## src/rtl/cmp_scan_pkg.sv

```systemverilog
package cmp_scan_pkg;

  localparam int FL_C = 0;
  localparam int FL_N = 1;
  localparam int FL_V = 2;
  localparam int FL_H = 3;
  localparam int FL_Z = 4;
  localparam int FL_S = 5;
  localparam int FLW  = 6;

  typedef enum logic [1:0] {
    ST_IDLE = 2'd0,
    ST_SCAN = 2'd1,
    ST_FIN  = 2'd2
  } scan_state_e;

  // Flags of (a - m) at byte or word width; V slot left 0.
  function automatic logic [FLW-1:0] sub_flags(input logic [15:0] a,
                                               input logic [15:0] m,
                                               input logic        word);
    logic [FLW-1:0] f;
    logic [16:0]    dw;
    logic [8:0]     db;
    logic [4:0]     dn;
    dw = {1'b0, a} - {1'b0, m};
    db = {1'b0, a[7:0]} - {1'b0, m[7:0]};
    dn = {1'b0, a[3:0]} - {1'b0, m[3:0]};
    f        = '0;
    f[FL_N]  = 1'b1;
    f[FL_H]  = dn[4];
    if (word) begin
      f[FL_S] = dw[15];
      f[FL_Z] = (dw[15:0] == 16'h0000);
      f[FL_C] = dw[16];
    end else begin
      f[FL_S] = db[7];
      f[FL_Z] = (db[7:0] == 8'h00);
      f[FL_C] = db[8];
    end
    return f;
  endfunction

  function automatic logic [1:0] step_of(input logic word);
    return word ? 2'd2 : 2'd1;
  endfunction

endpackage

```

## src/rtl/cmp_scan_ptr.sv

```systemverilog
module cmp_scan_ptr #(
  parameter int AW = 32
) (
  input  logic          clk,
  input  logic          rst_n,
  input  logic          load,
  input  logic [AW-1:0] load_val,
  input  logic          fire,
  input  logic          word,
  input  logic          down,
  output logic [AW-1:0] ptr_q
);
  import cmp_scan_pkg::*;

  logic [AW-1:0] step_ext;
  logic [AW-1:0] ptr_next;

  assign step_ext = AW'(step_of(word));
  assign ptr_next = down ? (ptr_q - step_ext) : (ptr_q + step_ext);

  always_ff @(posedge clk or negedge rst_n) begin
    if (!rst_n)    ptr_q <= '0;
    else if (load) ptr_q <= load_val;
    else if (fire) ptr_q <= ptr_next;
  end

  p_ptr_step_r4: assert property (@(posedge clk) disable iff (!rst_n)
    fire |=> (($past(down) ? ($past(ptr_q) - ptr_q) : (ptr_q - $past(ptr_q)))
              == ($past(word) ? AW'(2) : AW'(1))));

endmodule

```

## src/rtl/cmp_scan_cnt.sv

```systemverilog
module cmp_scan_cnt #(
  parameter int CW = 16
) (
  input  logic          clk,
  input  logic          rst_n,
  input  logic          load,
  input  logic [CW-1:0] load_val,
  input  logic          fire,
  output logic [CW-1:0] cnt_q,
  output logic          nz_after
);
  logic [CW-1:0] cnt_after;

  assign cnt_after = cnt_q - 1'b1;
  assign nz_after  = (cnt_after != '0);

  always_ff @(posedge clk or negedge rst_n) begin
    if (!rst_n)    cnt_q <= '0;
    else if (load) cnt_q <= load_val;
    else if (fire) cnt_q <= cnt_after;
  end

  p_cnt_dec_r6: assert property (@(posedge clk) disable iff (!rst_n)
    fire |=> (cnt_q == CW'($past(cnt_q) - 1'b1)));

endmodule

```

## src/rtl/cmp_scan_flags.sv

```systemverilog
module cmp_scan_flags
  import cmp_scan_pkg::*;
(
  input  logic           clk,
  input  logic           rst_n,
  input  logic           load,
  input  logic [FLW-1:0] load_val,
  input  logic           fire,
  input  logic           abort,
  input  logic           word,
  input  logic [15:0]    acc,
  input  logic [15:0]    rdata,
  input  logic           nz_after,
  output logic [FLW-1:0] flags_q,
  output logic           z_next
);
  logic [FLW-1:0] cmp_f;
  logic [FLW-1:0] nxt_f;

  always_comb begin
    cmp_f = sub_flags(acc, rdata, word);
    nxt_f = abort ? flags_q : cmp_f;
    nxt_f[FL_V] = nz_after;
  end

  assign z_next = nxt_f[FL_Z];

  always_ff @(posedge clk or negedge rst_n) begin
    if (!rst_n)    flags_q <= '0;
    else if (load) flags_q <= load_val;
    else if (fire) flags_q <= nxt_f;
  end

  p_n_after_cmp_r5: assert property (@(posedge clk) disable iff (!rst_n)
    (fire && !abort) |=> flags_q[FL_N]);

  p_abort_hold_r10: assert property (@(posedge clk) disable iff (!rst_n)
    (fire && abort) |=> ((flags_q & 6'b111011) == ($past(flags_q) & 6'b111011)));

endmodule

```

## src/rtl/cmp_scan_ctrl.sv

```systemverilog
module cmp_scan_ctrl
  import cmp_scan_pkg::*;
#(
  parameter int CYW         = 24,
  parameter int COST_SINGLE = 8,
  parameter int COST_SETUP  = 10,
  parameter int COST_ELEM   = 14
) (
  input  logic           clk,
  input  logic           rst_n,
  input  logic           start,
  input  logic           repeat_mode,
  input  logic           mem_ack,
  input  logic           nz_after,
  input  logic           z_next,
  output logic           load,
  output logic           fire,
  output logic           busy,
  output logic           done,
  output logic           req,
  output logic           rep_q,
  output logic [CYW-1:0] cycles
);
  scan_state_e state_q, state_d;
  logic        keep_going;

  assign load       = (state_q == ST_IDLE) && start;
  assign req        = (state_q == ST_SCAN);
  assign fire       = req && mem_ack;
  assign busy       = (state_q != ST_IDLE);
  assign done       = (state_q == ST_FIN);
  assign keep_going = rep_q && nz_after && !z_next;

  always_comb begin
    state_d = state_q;
    unique case (state_q)
      ST_IDLE: if (start) state_d = ST_SCAN;
      ST_SCAN: if (fire)  state_d = keep_going ? ST_SCAN : ST_FIN;
      ST_FIN:             state_d = ST_IDLE;
      default:            state_d = ST_IDLE;
    endcase
  end

  always_ff @(posedge clk or negedge rst_n) begin
    if (!rst_n) begin
      state_q <= ST_IDLE;
      rep_q   <= 1'b0;
      cycles  <= '0;
    end else begin
      state_q <= state_d;
      if (load) begin
        rep_q  <= repeat_mode;
        cycles <= repeat_mode ? CYW'(COST_SETUP) : CYW'(COST_SINGLE);
      end else if (fire && rep_q) begin
        cycles <= cycles + CYW'(COST_ELEM);
      end
    end
  end

  p_done_pulse_r11: assert property (@(posedge clk) disable iff (!rst_n)
    done |=> !done);

  p_single_cost_r7: assert property (@(posedge clk) disable iff (!rst_n)
    (done && !rep_q) |-> (cycles == CYW'(COST_SINGLE)));

endmodule

```

## src/rtl/cmp_scan_engine.sv

```systemverilog
module cmp_scan_engine
  import cmp_scan_pkg::*;
#(
  parameter int AW  = 32,
  parameter int CW  = 16,
  parameter int CYW = 24
) (
  input  logic           clk,
  input  logic           rst_n,
  input  logic           start,
  input  logic [2:0]     opcode_lo,
  input  logic           word_mode,
  input  logic           step_down,
  input  logic           repeat_mode,
  input  logic [15:0]    acc_in,
  input  logic [AW-1:0]  ptr_in,
  input  logic [CW-1:0]  cnt_in,
  input  logic [5:0]     flags_in,
  output logic           mem_req,
  output logic [AW-1:0]  mem_addr,
  output logic           mem_word,
  input  logic           mem_ack,
  input  logic [15:0]    mem_rdata,
  input  logic           mem_abort,
  output logic           busy,
  output logic           done,
  output logic           end_found,
  output logic           end_empty,
  output logic [2:0]     ptr_sel,
  output logic [AW-1:0]  ptr_out,
  output logic [CW-1:0]  cnt_out,
  output logic [5:0]     flags_out,
  output logic [CYW-1:0] cycles
);
  logic        load, fire, rep_q, nz_after, z_next;
  logic        word_q, down_q;
  logic [15:0] acc_q;

  always_ff @(posedge clk or negedge rst_n) begin
    if (!rst_n) begin
      word_q  <= 1'b0;
      down_q  <= 1'b0;
      acc_q   <= '0;
      ptr_sel <= '0;
    end else if (load) begin
      word_q  <= word_mode;
      down_q  <= step_down;
      acc_q   <= acc_in;
      ptr_sel <= opcode_lo;
    end
  end

  cmp_scan_ctrl #(.CYW(CYW)) u_ctrl (
    .clk(clk), .rst_n(rst_n), .start(start), .repeat_mode(repeat_mode),
    .mem_ack(mem_ack), .nz_after(nz_after), .z_next(z_next),
    .load(load), .fire(fire), .busy(busy), .done(done), .req(mem_req),
    .rep_q(rep_q), .cycles(cycles)
  );

  cmp_scan_ptr #(.AW(AW)) u_ptr (
    .clk(clk), .rst_n(rst_n), .load(load), .load_val(ptr_in), .fire(fire),
    .word(word_q), .down(down_q), .ptr_q(ptr_out)
  );

  cmp_scan_cnt #(.CW(CW)) u_cnt (
    .clk(clk), .rst_n(rst_n), .load(load), .load_val(cnt_in), .fire(fire),
    .cnt_q(cnt_out), .nz_after(nz_after)
  );

  cmp_scan_flags u_flags (
    .clk(clk), .rst_n(rst_n), .load(load), .load_val(flags_in), .fire(fire),
    .abort(mem_abort), .word(word_q), .acc(acc_q), .rdata(mem_rdata),
    .nz_after(nz_after), .flags_q(flags_out), .z_next(z_next)
  );

  assign mem_addr  = ptr_out;
  assign mem_word  = word_q;
  assign end_found = done && flags_out[FL_Z];
  assign end_empty = done && (cnt_out == '0);

  p_idle_quiet_r1: assert property (@(posedge clk) disable iff (!rst_n)
    !busy |-> !mem_req);

  p_req_hold_r3: assert property (@(posedge clk) disable iff (!rst_n)
    (mem_req && !mem_ack) |=> (mem_req && $stable(mem_addr)));

  p_v_tracks_cnt_r6: assert property (@(posedge clk) disable iff (!rst_n)
    done |-> (flags_out[FL_V] == (cnt_out != '0)));

  p_stop_rule_r8: assert property (@(posedge clk) disable iff (!rst_n)
    (done && rep_q) |-> (!flags_out[FL_V] || flags_out[FL_Z]));

  p_busy_start_r12: assert property (@(posedge clk) disable iff (!rst_n)
    (busy && start) |=> $stable(ptr_sel));

endmodule

```

## config.mk

```make
export PLATFORM = sky130hd
export DESIGN_NAME = cmp_scan_engine
export DESIGN_NICKNAME = d
export VERILOG_FILES = /design/src/rtl/cmp_scan_pkg.sv /design/src/rtl/cmp_scan_ptr.sv /design/src/rtl/cmp_scan_cnt.sv /design/src/rtl/cmp_scan_flags.sv /design/src/rtl/cmp_scan_ctrl.sv /design/src/rtl/cmp_scan_engine.sv
export SDC_FILE = /design/constraint.sdc
export NUM_CORES = 1
export LEC_CHECK = 0
export BUFFER_PORTS_ARGS = -buffer_cell sky130_fd_sc_hd__buf_2
export CAP_MARGIN = 40
export CORE_MARGIN = 1.5
export CORE_UTILIZATION = 55
export CTS_BUF_LIST = sky130_fd_sc_hd__clkbuf_8
export DETAILED_ROUTE_END_ITERATION = 10
export PLACE_DENSITY_LB_ADDON = 0.12
export SYNTH_ARGS = -nofsm -noshare
export SYNTH_HDL_FRONTEND = slang
export SYNTH_SLANG_ARGS = --single-unit
```

## constraint.sdc

```tcl
create_clock -name clk -period 6.65 [get_ports clk]
set_input_delay 0.3325 -clock clk [delete_from_list [all_inputs] [get_ports clk]]
set_output_delay 0.3325 -clock clk [all_outputs]
set_load 0.02 [all_outputs]
```

; ---- After elaboration in Yosys (flattened, before gate mapping)
; Cells that the tools add are included.
[totals]
reg_bits = 102
in_bits = 97
[classes]
add_sub_neg = 7
n_eq_ne = 5
muxes = 18
n_reduce_logical = 18
[op_table]
columns = op, n
row1 = $mux W32, 3
row2 = $mux W24, 2
row3 = $add A32 B2 Y32, 1
row4 = $logic_not A16 Y1, 2
row5 = $mux W16, 2
row6 = $sub A32 B2 Y32, 1
row7 = $add A24 B4 Y24 const B, 1
row8 = $mux W6, 3
row9 = $sub A16 B16 Y17, 1
row10 = $reduce_bool A16 Y1, 1
row11 = $sub A16 B1 Y16 const B, 1
row12 = $mux W2, 6
row13 = $sub A8 B8 Y9, 1
row14 = $logic_not A8 Y1, 1
row15 = $logic_and A1 B1 Y1, 7
row16 = $reduce_bool A2 Y1, 3
row17 = $sub A4 B4 Y5, 1
row18 = $ne A2 B1 Y1 const B, 2
row19 = $pmux W2 S2, 1
row20 = $reduce_and A2 Y1, 2
row21 = $eq A2 B1 Y1 const B, 1
row22 = $eq A2 B2 Y1 const B, 1
row23 = $logic_not A2 Y1, 1
row24 = $ne A2 B2 Y1 const B, 1
row25 = 2 further kinds, 2

; ---- Depth between registers and ports, before layout
; Gate-level depths: netlist of run 1.
[depth]
depth_word = 9
ltp_mapped = 13
mapped_depth_nobuf = 13

; ---- Modules after synthesis
; From an unflattened synthesis of run 1, not the netlist that was laid out.
[unflattened]
cells_unflattened = 879
hier_area_um2 = 7791.2
[by_module_without_submodules]
columns = module, n_inst, cells_each, area_per_inst_um2, seq_area_each_um2
row1 = cmp_scan_ptr, 1, 343, 2951.6, 800.8
row2 = cmp_scan_ctrl, 1, 152, 1383.8, 650.6
row3 = cmp_scan_flags, 1, 174, 1286.2, 150.1
row4 = cmp_scan_cnt, 1, 127, 1096.1, 400.4
row5 = cmp_scan_engine, 1, 83, 1073.5, 525.5

; ---- Least setup slack after synthesis of run 1
; Ideal clock, no wire load.
[synth_path]
kind = register to register
startpoint = register down_q
endpoint = register u_ptr.ptr_q[28]
setup_ps = 76
t_arrival_ps = 3074
slack_ps = 3499
path_stages_with_launch = 11
path_buffers = 0
synth_period_minus_slack_ps = 3151
path_cell_list = dfrtp_1 -> ha_1 -> a21o_1 -> a21o_1 -> a2111oi_2 -> o21ai_1 -> a31oi_1 -> o21ai_1 -> a41oi_1 -> mux2_1 -> o21ai_1
[synth_between]
elab_chain_len = 3
[synth_rtl]
columns = element, line_no
row1 = from (decl), cmp_scan_engine.sv:36  ; logic word_q, down_q;
row2 = from (signal assigned), cmp_scan_engine.sv:47  ; down_q <= step_down;
row3 = $mux W32, cmp_scan_ptr.sv:19  ; assign ptr_next = down ? (ptr_q - step_ext) : (ptr_q + step_ext);
row4 = $mux W32, cmp_scan_ptr.sv:24  ; else if (fire) ptr_q <= ptr_next;
row5 = $mux W32, cmp_scan_ptr.sv:23  ; else if (load) ptr_q <= load_val;
row6 = to (signal assigned), cmp_scan_ptr.sv:23
row7 = to (signal assigned), cmp_scan_ptr.sv:24
row8 = to (decl), cmp_scan_ptr.sv:11  ; output logic [AW-1:0] ptr_q
; No other way between the ends. The select of a mux whose other input is x is not followed.
; A chain may end at the register's enable or synchronous reset.

; ---- Final worst setup path of run 1
; Ends and elaborated chain as after synthesis.

==> run summary, run 1 <==
* 493 — initial detailed-routing violation count
* 0.0003091 V — Worst IR Drop VDD
* 3199 ps — Min Clock Period, post-route
* 0 — Pins Over Slew Limit
* 31.31 mm — wire length of the first global-routing pass
* 6386 — number of global-route vias before repair
* 8283 sq um — total cell area at the placement stage
* 34.82% — sequential-to-total area share from yosys stat
* no — RSZ-0062 raised after global routing
* 869 — number of instances in the synthesized netlist
* 8.354 sq um — synthesized area per cell
* 16.99% — Area growth syn-to-layout
* 56.83% — starting density of the core
* 2527 sq um — Sequential cell area
* 0 — Remaining DRCs
* 6970 ps — required time of the worst setup path
* register — category of the worst setup path capture point
* 5.677 — mean number of vias per cell
* 3 — number of H-tree branching levels
* 8493 sq um — cell area after layout
* 12770 sq um — floorplan core area
* 117.9 um — height of the die
* 0 — antenna-violating nets left
* 552.0 nW/um^2 — power per unit of standard cell area
* sky130_fd_sc_hd__dfrtp_1 — post-synthesis cell type with the largest combined area
* 24.54% — layout cell share with drive strength beyond 1
* 19.16 mm — total routed wirelength
* 48.10% — final clock period utilization by the worst path
* 7 — first-pass detailed-route iteration total
* yes — clock tree from TritonCTS
* sky130_fd_sc_hd__dfrtp_1, sky130_fd_sc_hd__ha_1, sky130_fd_sc_hd__nand2_1 — top cells by area, synth
* 4.270 nW — leak pwr
* reg -> reg — category of the critical setup timing path
* 27.42% — GRT Overall Usage
* 7259 sq um — mapped cell area
* in -> reg — class of the tightest hold or removal check
* register — type of element launching the critical path
* 0 — total global routing overflow
* 14.25 mm — post-DP HPWL
* 733.2 ps — Least-Margin Pin Slew
* 12 — Crit Path Max Fanout
* 9 — number of buffers created by CTS
* 6898 — vias
* 15.77 um — average wire per standard cell
* 4232 sq um — area taken by multi-input logic gates
* 400 ps — clock latency on the worst-skew pair
* 0 — number of antenna violations at the first check in global routing
* 100.0% — async set-reset flop share out of synthesis
* 214 — count of port buffers added during placement
* 0 — setup fix buffers added after clock tree synthesis
* 13.41 ps — worst setup skew after layout
* 0 — number of synthesized flops with an enable pin
* 1017 — net count after synthesis
* 0 — Final Hold Fails
* 216 — Ports
* 1186 — net count reported at finish
* 66.49% — share of the core filled with cells
* 120 ps — clock transition at the registers of the reported paths
* 1126 — fill count
* 0 — total setup violations reported at the end of the flow
* sky130_fd_sc_hd__nand2_1 — leading cell type by number of instances after synthesis
* 34.82% — top cell type's share of synthesized area
* 0 — count of yosys warnings during synthesis
* 0 ps — Setup Total Neg Slack
* 70 — number of distinct standard cells referenced by the synthesized netlist
* 101 — number of clock sinks seen by CTS
* 0.8876 — RePlAce Congestion
* down_q$_DFFE_PN0P_ — worst setup path startpoint
* sky130_fd_sc_hd__nand2_1, sky130_fd_sc_hd__dfrtp_1, sky130_fd_sc_hd__nor2_1 — top cells by instance count after synthesis
* 0 — cts repair resizes
* 61 — maximum number of pins on one net before global-route repair
* 13900 sq um — area enclosed by the die boundary
* 117.9 um — die span in x
* 2 — maximum root-to-sink buffer count
* 50.67% — headroom to the max-slew limit
* 41 — total number of placement rows
* 3520 ps — CP Data Arrival Time
* acc_in[3] — worst hold path startpoint
* sky130_fd_sc_hd__clkbuf_8 — master cell of the clock root buffer
* finished, final reports clean — run status
* down_q$_DFFE_PN0P_ — reg-to-reg startpoint
* 0 — Max Cap Viol
* 0 — Antenna Diode Count
* 312.6 MHz — Max Fclk
* sky130_fd_sc_hd__dfrtp_1 — Post-synth top flop
* 101 — post-synthesis sequential element count
==> worst max-delay path: stages (launching register included) <==
cell and delay [ps]:
sky130_fd_sc_hd__dfrtp_1 640, sky130_fd_sc_hd__ha_1 390, sky130_fd_sc_hd__a21o_1 220, sky130_fd_sc_hd__a21o_1 200
sky130_fd_sc_hd__a2111oi_2 340, sky130_fd_sc_hd__o21ai_1 210, sky130_fd_sc_hd__a31oi_1 240, sky130_fd_sc_hd__o21ai_1 140
sky130_fd_sc_hd__a41oi_1 280, sky130_fd_sc_hd__mux2_1 340, sky130_fd_sc_hd__o21ai_1 130
==> power by group <==
| part | switching (mW) | total (mW) | internal (mW) |
|---|---|---|---|
| Clock | 0.252 | 0.410 | 0.158 |
| Combinational | 1.93 | 3.15 | 1.22 |
| Sequential | 0.270 | 1.13 | 0.860 |
| Total | 2.45 | 4.69 | 2.24 |
==> layout make-up <==
type                            count  share of cell area, %
Clock buffer                       10                  1.621
Tap cell                          172                  2.534
Timing Repair Buffer              224                  13.94
Inverter                           36                  1.591
Clock inverter                      6                 0.7366
Multi-Input combinational cell    666                  49.82
Sequential cell                   101                  29.76
==> path summary, 6_finish.rpt <==
path	endpoint	slack [ps]	cells after the start
worst max register to register	u_ptr.ptr_q[28]$_DFFE_PN0P_	3450	10
worst min-delay path	acc_q[3]$_DFFE_PN0P_	110	3
worst min register to register	acc_q[5]$_DFFE_PN0P_	490	2
max in group asynchronous	u_ptr.ptr_q[9]$_DFFE_PN0P_	5270	4
min in group asynchronous	u_ctrl.cycles[15]$_DFFE_PN0P_	410	2
worst max-delay path	u_ptr.ptr_q[28]$_DFFE_PN0P_	3450	10
==> per-stage QoR <==
stage	setup slack, ps	std cells	hold slack [ps]	power, mW
after floorplan	3499	869	36.91	3.548
after global placement	3673	1196	312.2	4.208
after detailed placement	3524	1198	315.4	4.248
after CTS	3475	1215	104.4	4.677
after global routing	3115	1215	112.2	5.086
final	3451	1215	113.2	4.688
==> flip-flops by register name (all words and copies together) (netlist names) <==
signal / cells
u_cnt.cnt_q: 16
u_ctrl.rep_q: 1
u_ctrl.cycles: 23
ptr_sel: 3
u_ctrl.state_q: 2
u_ptr.ptr_q: 32
down_q: 1
acc_q: 16
mem_word: 1
u_flags.flags_q: 6
==> placed cells by master (no fill, tap or decap), types with 14 or more instances in the layout <==
master                     count
sky130_fd_sc_hd__nor3_1       15
sky130_fd_sc_hd__o21ai_0      51
sky130_fd_sc_hd__ha_1         50
sky130_fd_sc_hd__nand2_1     131
sky130_fd_sc_hd__xor2_1       23
sky130_fd_sc_hd__dfrtp_1     101
sky130_fd_sc_hd__xnor2_1      25
sky130_fd_sc_hd__o21ai_1      17
sky130_fd_sc_hd__inv_1        36
sky130_fd_sc_hd__nand3_1      23
sky130_fd_sc_hd__a22oi_1      19
sky130_fd_sc_hd__a21oi_1      59
sky130_fd_sc_hd__buf_2       213
sky130_fd_sc_hd__a21o_1       16
sky130_fd_sc_hd__nand2b_1     14
sky130_fd_sc_hd__nor2_1       68
sky130_fd_sc_hd__a31oi_1      14
==> timing repair <==
item	in CTS	in global routing
endpoints found under the setup margin	0	0
hold buffers	1	0
hold endpoints to repair	34	0
==> metal layers <==
metal  up-vias  track usage (%)  routed length, um
li1       3421                -                  -
met1      3196            39.06               8903
met2       264            43.02               8696
met3        17            4.554               1298
met4         0            7.927                264
met5         -                0                  0
==> cells by family (layout without fill, tap and decap cells) <==
| logic type | after synthesis | after routing | synth area share (%) |
|---|---|---|---|
| other | 1 | 1 | 0.05166 |
| AOI/OAI and AO/OA | 255 | 255 | 23.41 |
| xor gates and xnor gates | 48 | 48 | 5.791 |
| DFF | 101 | 101 | 34.82 |
| buffers and inverters | 102 | 276 | 6.998 |
| adders and majority gates | 51 | 51 | 8.893 |
| muxes | 3 | 3 | 0.4481 |
| and+or+nand+nor | 308 | 308 | 19.60 |
No activity file was read; power rests on OpenSTA's default activity.
==> inputs of run 2 (changes only) <==
- CORE_UTILIZATION: 55 -> 49
- clock period: 6.65 -> 2.7 ns (I/O delays scaled with it)
==> run 2 against run 1 <==
The flow now finishes with violations (setup timing). Total power rose to 2.9 times the previous value. Wire length rose by 12%. Worst hold slack worse by 98 ps. Critical path depth increased by 2. Register-to-register slack got worse by 3600 ps. Clock skew decreased by 2.6 ps. Critical endpoint is now u_ptr.ptr_q[24]$_DFFE_PN0P_. Largest cell class unchanged. Highest routed layer is now met5.
==> run summary, run 2 (synthesis results as in run 1) <==
* finished with violations — run status, was finished, final reports clean
* setup timing — violations in the final reports
* 124.7 um — die span in x, was 117.9 um
* 1340 nW/um^2 — power per unit of standard cell area, was 552.0 nW/um^2
* in -> reg — class of the tightest hold or removal check, unchanged
* sky130_fd_sc_hd__o21ai_2 — critical path's most frequent cell, was sky130_fd_sc_hd__o21ai_1
* 15.19 ps — Hold Worst Slack, was 113.2 ps
* -163.9 ps — Final WS setup, was 3451 ps
* 3 — number of H-tree branching levels, unchanged
* 8786 sq um — total cell area at the placement stage, was 8283 sq um
* 9 — total setup violations reported at the end of the flow, was 0
* 14480 sq um — floorplan core area, was 12770 sq um
* 7162 — number of global-route vias before repair, was 6386
* 216 — Ports, unchanged
* 0 — total global routing overflow, unchanged
* sky130_fd_sc_hd__buf_2, sky130_fd_sc_hd__nand2_1, sky130_fd_sc_hd__dfrtp_1 — commonest non-fill, non-tap cells in the layout, unchanged
* 44 — total number of placement rows, was 41
* 6.900 mW — Internal, was 2.236 mW
* sky130_fd_sc_hd__dfrtp_4 — slowest library cell on the worst path, was sky130_fd_sc_hd__dfrtp_1
* 49.11% — switching part of the total, was 52.31%
* 10.76 ps — worst setup skew after layout, was 13.41 ps
* 1361 — non-filler instance count after layout, was 1215
* register — category of the worst setup path capture point, unchanged
* 3020 ps — required time of the worst setup path, was 6970 ps
* 0.8672 — RePlAce Congestion, was 0.8876
* yes — clock tree from TritonCTS, unchanged
* 106.1% — final clock period utilization by the worst path, was 48.10%
* buf_6, ha_4, a21o_1, a21o_1, a2111oi_4, o21ai_2, a31oi_2, buf_4, inv_4, o21ai_2, mux2_4, o21ai_2 — chain of cells forming the critical path, was ha_1, a21o_1, a21o_1, a2111oi_2, o21ai_1, a31oi_1, o21ai_1, a41oi_1, mux2_1, o21ai_1
* 0 — Remaining DRCs, unchanged
* 0 — Antenna Diode Count, unchanged
* 0 — Final Hold Fails, unchanged
* 110 ps — clock transition at the registers of the reported paths, was 120 ps
* u_ptr.ptr_q (32), u_ctrl.cycles (23) — largest registers, unchanged
* 1271 — count of placed standard cells including taps, was 1198
* 15550 sq um — area enclosed by the die boundary, was 13900 sq um
* 520 ps — slowest cell delay on critical path, was 640 ps
* 5 — first-pass detailed-route iteration total, was 7
* 34.55 mm — wire length of the first global-routing pass, was 31.31 mm
* 7454 — vias, was 6898
* 2864 ps — Min Clock Period, post-route, was 3199 ps
* 27.12% — GRT Overall Usage, was 27.42%
* 0 — Max Cap Viol, unchanged
* 101 — number of clock sinks seen by CTS, unchanged
* 39.37% — Area growth syn-to-layout, was 16.99%
* 4.940 nW — leak pwr, was 4.270 nW
* 32 — flip-flop count of the largest register after layout, unchanged
* 3190 ps — CP Data Arrival Time, was 3520 ps
* 1 — number of antenna violations at the first check in global routing, was 0
* 4 — Crit Path Max Fanout, was 12
* 15.83 um — average wire per standard cell, was 15.77 um
* 124.7 um — height of the die, was 117.9 um
* u_ptr.ptr_q — Largest Register, unchanged
* 1320 — net count reported at finish, was 1186
* 20.3% — proportion of power drawn by flip-flops and latches, was 24.1%
* 349.2 MHz — Max Fclk, was 312.6 MHz
* 6.659 mW — switching power, was 2.453 mW
* sky130_fd_sc_hd__clkbuf_8 — master cell of the clock root buffer, unchanged
* 2 — maximum root-to-sink buffer count, unchanged
* 5.477 — mean number of vias per cell, was 5.677
* register — type of element launching the critical path, unchanged
* 32.46% — layout cell share with drive strength beyond 1, was 24.54%
* 99 — maximum number of pins on one net before global-route repair, was 61
* sky130_fd_sc_hd__buf_2 — most common cell after layout, fill and taps aside, unchanged
* 21.54 mm — total routed wirelength, was 19.16 mm
* 0.0009922 V — Worst IR Drop VDD, was 0.0003091 V
* compound AO/OA/AOI/OAI gates — cell class contributing the biggest share of worst-path delay, unchanged
* 10120 sq um — cell area after layout, was 8493 sq um
* -705.4 ps — Setup Total Neg Slack, was 0 ps
* 0 — antenna-violating nets left, unchanged
* 0 — Pins Over Slew Limit, unchanged
* 9 — number of buffers created by CTS, unchanged
* reg -> reg — category of the critical setup timing path, unchanged
* 3 — count of buffering cells on the critical path with inverters included, was 0
* 390 ps — clock latency on the worst-skew pair, was 400 ps
* 364 — initial detailed-routing violation count, was 493
* 14.74 mm — post-DP HPWL, was 14.25 mm
* 48.48% — headroom to the max-slew limit, was 50.67%
* 772.8 ps — Least-Margin Pin Slew, was 733.2 ps
* yes — RSZ-0062 raised after global routing, was no
* 214 — count of port buffers added during placement, unchanged
* 71.3% — combinational group share of total power, was 67.2%
* 8.4% — Clk pwr share, was 8.7%
* 50.14% — starting density of the core, was 56.83%
## run 2: worst register-to-register path: cells and delay by family, from the launching register on
family	cells	cell delay [ps]
buffers and inverters	3	320
DFF	1	520
adders and majority gates	1	210
muxes	1	310
AOI/OAI and AO/OA	7	1430
## run 2: routing by layer
| layer | wire [um] | part of all wire [%] | global-route usage (%) |
|---|---|---|---|
| met5 | 13 | 0.060 | 0 |
| met4 | 425 | 2.0 | 7.708 |
| met3 | 957 | 4.4 | 4.510 |
| met2 | 10460 | 49 | 46.74 |
| met1 | 9684 | 45 | 35.07 |
## run 2: power by group through the flow
| stage | clock network [mW] | logic (mW) | registers (mW) |
|---|---|---|---|
| 5_1_grt | 1.22 | 10.6 | 2.84 |
| 3_5_place_dp | 0 | 8.61 | 2.74 |
| 4_1_cts | 1.16 | 9.07 | 2.74 |
| 2_1_floorplan | 0 | 5.54 | 3.25 |
| 3_3_place_gp | 0 | 8.54 | 2.73 |
| 6_report | 1.14 | 9.67 | 2.75 |
## run 2: final cells by class
type / count / area (sq um)
clock inverters: 7 / 102.6
flip-flops and latches: 101 / 2531
fillers: 1153 / 4362
multi-input cells: 666 / 4619
repair buffers: 358 / 2372
clock buffers: 9 / 123.9
inverters: 36 / 137.6
well taps: 184 / 230.2
## run 2: worst paths after layout
check | start | to | slack (ps) | cells after the start
hold / removal | cnt_in[10] | u_cnt.cnt_q[10]$_DFFE_PN0P_ | 20 | 3
hold reg to reg | acc_q[9]$_DFFE_PN0P_ | acc_q[9]$_DFFE_PN0P_ | 490 | 2
max in group asynchronous | rst_n | u_flags.flags_q[3]$_DFFE_PN0P_ | 1630 | 3
min in group asynchronous | rst_n | u_ctrl.cycles[14]$_DFFE_PN0P_ | 330 | 2
setup / recovery | down_q$_DFFE_PN0P_ | u_ptr.ptr_q[24]$_DFFE_PN0P_ | -160 | 12
setup reg to reg | down_q$_DFFE_PN0P_ | u_ptr.ptr_q[24]$_DFFE_PN0P_ | -160 | 12
## run 2: timing repair
item / CTS / global route
gates cloned: 0 / 0
setup buffers: 4 / 6
hold buffers: 66 / 0
endpoints found under the setup margin: 10 / 19
gates resized for setup: 22 / 44
endpoints found under the hold margin: 119 / 0
pin swaps: 18 / 27
## run 2: stage by stage
step                      power [mW]  worst slack, ps  utilization (%)
after global placement         11.27           -111.1            60.68
after floorplan                8.788           -69.58                -
after detailed placement       11.35           -208.9            60.68
after CTS                      12.97           -91.57            67.98
after global routing           14.66           -271.4            69.88
final                          13.56           -163.9            69.88
==> inputs of run 3 (changes only) <==
==> constraint.sdc (replaced) <==
create_clock -name clk -period 2.7 [get_ports clk]
set_input_delay 0.135 -clock clk [delete_from_list [all_inputs] [get_ports clk]]
set_output_delay 0.135 -clock clk [all_outputs]
set_load 0.005 [all_outputs]
==> run 3 against run 2 <==
The flow still finishes with violations (setup timing). Worst hold slack better by 10 ps. Die area stayed put. Total power decreased by 9.0%. Worst setup slack improved by 150 ps. Global-route usage is 0.38 points lower. First-iteration DRC count decreased by 2.7%. Largest power group unchanged.
==> run summary, run 3 (synthesis results as in run 1) <==
* sky130_fd_sc_hd__buf_2 — most common cell after layout, fill and taps aside, unchanged
* 124.7 um — height of the die, unchanged
* 2531 sq um — Sequential cell area, unchanged
* 0 — Remaining DRCs, unchanged
* 100.4% — final clock period utilization by the worst path, was 106.1%
* sky130_fd_sc_hd__buf_2, sky130_fd_sc_hd__nand2_1, sky130_fd_sc_hd__dfrtp_1 — commonest non-fill, non-tap cells in the layout, unchanged
* 44 — total number of placement rows, unchanged
* 0.8817 — RePlAce Congestion, was 0.8672
* 14480 sq um — floorplan core area, unchanged
* 34.65 mm — wire length of the first global-routing pass, was 34.55 mm
* sky130_fd_sc_hd__dfrtp_4 — slowest library cell on the worst path, unchanged
* 0 — Max Cap Viol, unchanged
* 5 — first-pass detailed-route iteration total, unchanged
* register — type of element launching the critical path, unchanged
* yes — RSZ-0062 raised after global routing, unchanged
* 1 — total setup violations reported at the end of the flow, was 9
* 10.24 ps — worst setup skew after layout, was 10.76 ps
* 32 — flip-flop count of the largest register after layout, unchanged
* 0 — Pins Over Slew Limit, unchanged
* 973 um — length of routed met3 wiring, was 957 um
* 0 — antenna-violating nets left, unchanged
* 3 — number of H-tree branching levels, unchanged
* 37.00% — Area growth syn-to-layout, was 39.37%
* 15.42 um — average wire per standard cell, was 15.83 um
* 0 — total global routing overflow, unchanged
* 369.0 MHz — Max Fclk, was 349.2 MHz
* u_ptr.ptr_q (32), u_ctrl.cycles (23) — largest registers, unchanged
* 214 — count of port buffers added during placement, unchanged
* 2990 ps — CP Data Arrival Time, was 3190 ps
* u_ptr.ptr_q — Largest Register, unchanged
* 30.47% — layout cell share with drive strength beyond 1, was 32.46%
* 8733 sq um — total cell area at the placement stage, was 8786 sq um
* 5.543 — mean number of vias per cell, was 5.477
* 354 — initial detailed-routing violation count, was 364
* 110 ps — clock transition at the registers of the reported paths, about the same
* 9 — number of buffers created by CTS, unchanged
* 560 ps — slowest cell delay on critical path, was 520 ps
* in -> reg — class of the tightest hold or removal check, unchanged
* finished with violations — run status, unchanged
* 1318 — net count reported at finish, was 1320
* 2710 ps — Min Clock Period, post-route, was 2864 ps
* 2 — maximum root-to-sink buffer count, unchanged
* 0 — Final Hold Fails, unchanged
* 0 — number of antenna violations at the first check in global routing, was 1
* 0.0008481 V — Worst IR Drop VDD, was 0.0009922 V
* 50.14% — starting density of the core, unchanged
* 0 — Antenna Diode Count, unchanged
* 68.69% — share of the core filled with cells, was 69.88%
* 14.53 mm — post-DP HPWL, was 14.74 mm
* 20.96 mm — total routed wirelength, was 21.54 mm
* -9.944 ps — Setup Total Neg Slack, was -705.4 ps
* 1202 — fill count, was 1153
* register — category of the worst setup path capture point, unchanged
* 7533 — vias, was 7454
* 1241 nW/um^2 — power per unit of standard cell area, was 1340 nW/um^2
* 26.74% — GRT Overall Usage, was 27.12%
* yes — clock tree from TritonCTS, unchanged
* 124.7 um — die span in x, unchanged
* 81 — maximum number of pins on one net before global-route repair, was 99
* -115.8 ps — Setup Slack @ Placement, was -208.9 ps
* 400 ps — clock latency on the worst-skew pair, was 390 ps
* nor2b_4, ha_4, nand2b_4, a211oi_4, nor2_4, o41ai_4, buf_12, o21ai_4, o31a_1, o221ai_2, xnor2_1, a21oi_1 — chain of cells forming the critical path, was buf_6, ha_4, a21o_1, a21o_1, a2111oi_4, o21ai_2, a31oi_2, buf_4, inv_4, o21ai_2, mux2_4, o21ai_2
* reg -> reg — category of the critical setup timing path, unchanged
* 7257 — number of global-route vias before repair, was 7162
* 15550 sq um — area enclosed by the die boundary, unchanged
* 9.414 mm — total routed wire length on the met1 layer, was 9.684 mm
* 9946 sq um — cell area after layout, was 10120 sq um
* 4.889 nW — leak pwr, was 4.940 nW
* sky130_fd_sc_hd__clkbuf_8 — master cell of the clock root buffer, unchanged
* met4 — max layer used, was met5
* 4497 sq um — area taken by multi-input logic gates, was 4619 sq um
* 216 — Ports, unchanged
* setup timing — violations in the final reports, unchanged
* 10.18 mm — length of routed met2 wiring, was 10.46 mm
* -9.944 ps — Final WS setup, was -163.9 ps
* 8 — Crit Path Max Fanout, was 4
* 101 — number of clock sinks seen by CTS, unchanged
* 2980 ps — required time of the worst setup path, was 3020 ps
run 3: changes by cell type in the layout (fill, tap and decap cells not counted), sizes merged:
| cell | previous run | this run |
|---|---|---|
| clkinv | 0 | 2 |
| bufinv | 2 | 0 |
| dlygate4sd3 | 66 | 70 |
| inv | 40 | 39 |
| buf | 292 | 286 |
| clkinvlp | 1 | 2 |
run 3: path summary, 6_finish.rpt:
kind | from | end | slack (ps) | depth (start not counted)
worst max register to register | down_q$_DFFE_PN0P_ | u_ptr.ptr_q[31]$_DFFE_PN0P_ | -10 | 12
worst min-delay path | ptr_in[15] | u_ptr.ptr_q[15]$_DFFE_PN0P_ | 30 | 3
min in group asynchronous | rst_n | u_ctrl.cycles[15]$_DFFE_PN0P_ | 230 | 2
worst min register to register | acc_q[10]$_DFFE_PN0P_ | acc_q[10]$_DFFE_PN0P_ | 490 | 2
worst max-delay path | down_q$_DFFE_PN0P_ | u_ptr.ptr_q[31]$_DFFE_PN0P_ | -10 | 12
max in group asynchronous | rst_n | down_q$_DFFE_PN0P_ | 1730 | 3
run 3: metrics by stage:
stage	hold slack, ps	power, mW	std cells
2_1_floorplan	-160.6	7.971	869
3_3_place_gp	134.4	10.33	1265
3_5_place_dp	131.0	10.45	1265
4_1_cts	3.200	11.87	1353
5_1_grt	20.42	13.43	1359
6_report	25.54	12.34	1359
run 3: area by class of cell:
cell class              count  area share, %
multi-input cells         666          45.21
flip-flops and latches    101          25.45
repair buffers            356          23.73
well taps                 184          2.315
inverters                  36          1.359
clock buffers               9          1.245
clock inverters             7         0.6919
run 3: where the power goes:
part | total, mW | switching, mW | internal, mW | leakage, nW
Clock | 0.986 | 0.628 | 0.358 | 0.0911
Sequential | 2.78 | 0.657 | 2.12 | 1.26
Combinational | 8.58 | 4.50 | 4.07 | 3.53
Total | 12.3 | 5.79 | 6.55 | 4.89
run 3: repair_timing:
action                                  in CTS  in global routing
buffers inserted                             2                  6
pin swaps                                   15                 15
endpoints found under the setup margin      12                 22
hold endpoints to repair                   106                  0
gates resized for setup                     20                 26
hold buffers                                70                  0
run 3: worst max-delay path, delay by kind of cell (launching register included):
kind	cells	cell delay (ps)
adder cells (fa/ha/maj)	1	270
flip-flops	1	560
buffers and inverters	1	150
XOR/XNOR	1	140
AO/OA/AOI/OAI	6	1170
AND/OR/NAND/NOR	3	310
run 3: layer usage:
metal  track usage [%]  vias to the layer above
met4             8.316                        0
met3             3.694                       32
li1                  -                     3685
met2             46.19                      216
met5                 0                        -
met1             34.70                     3600
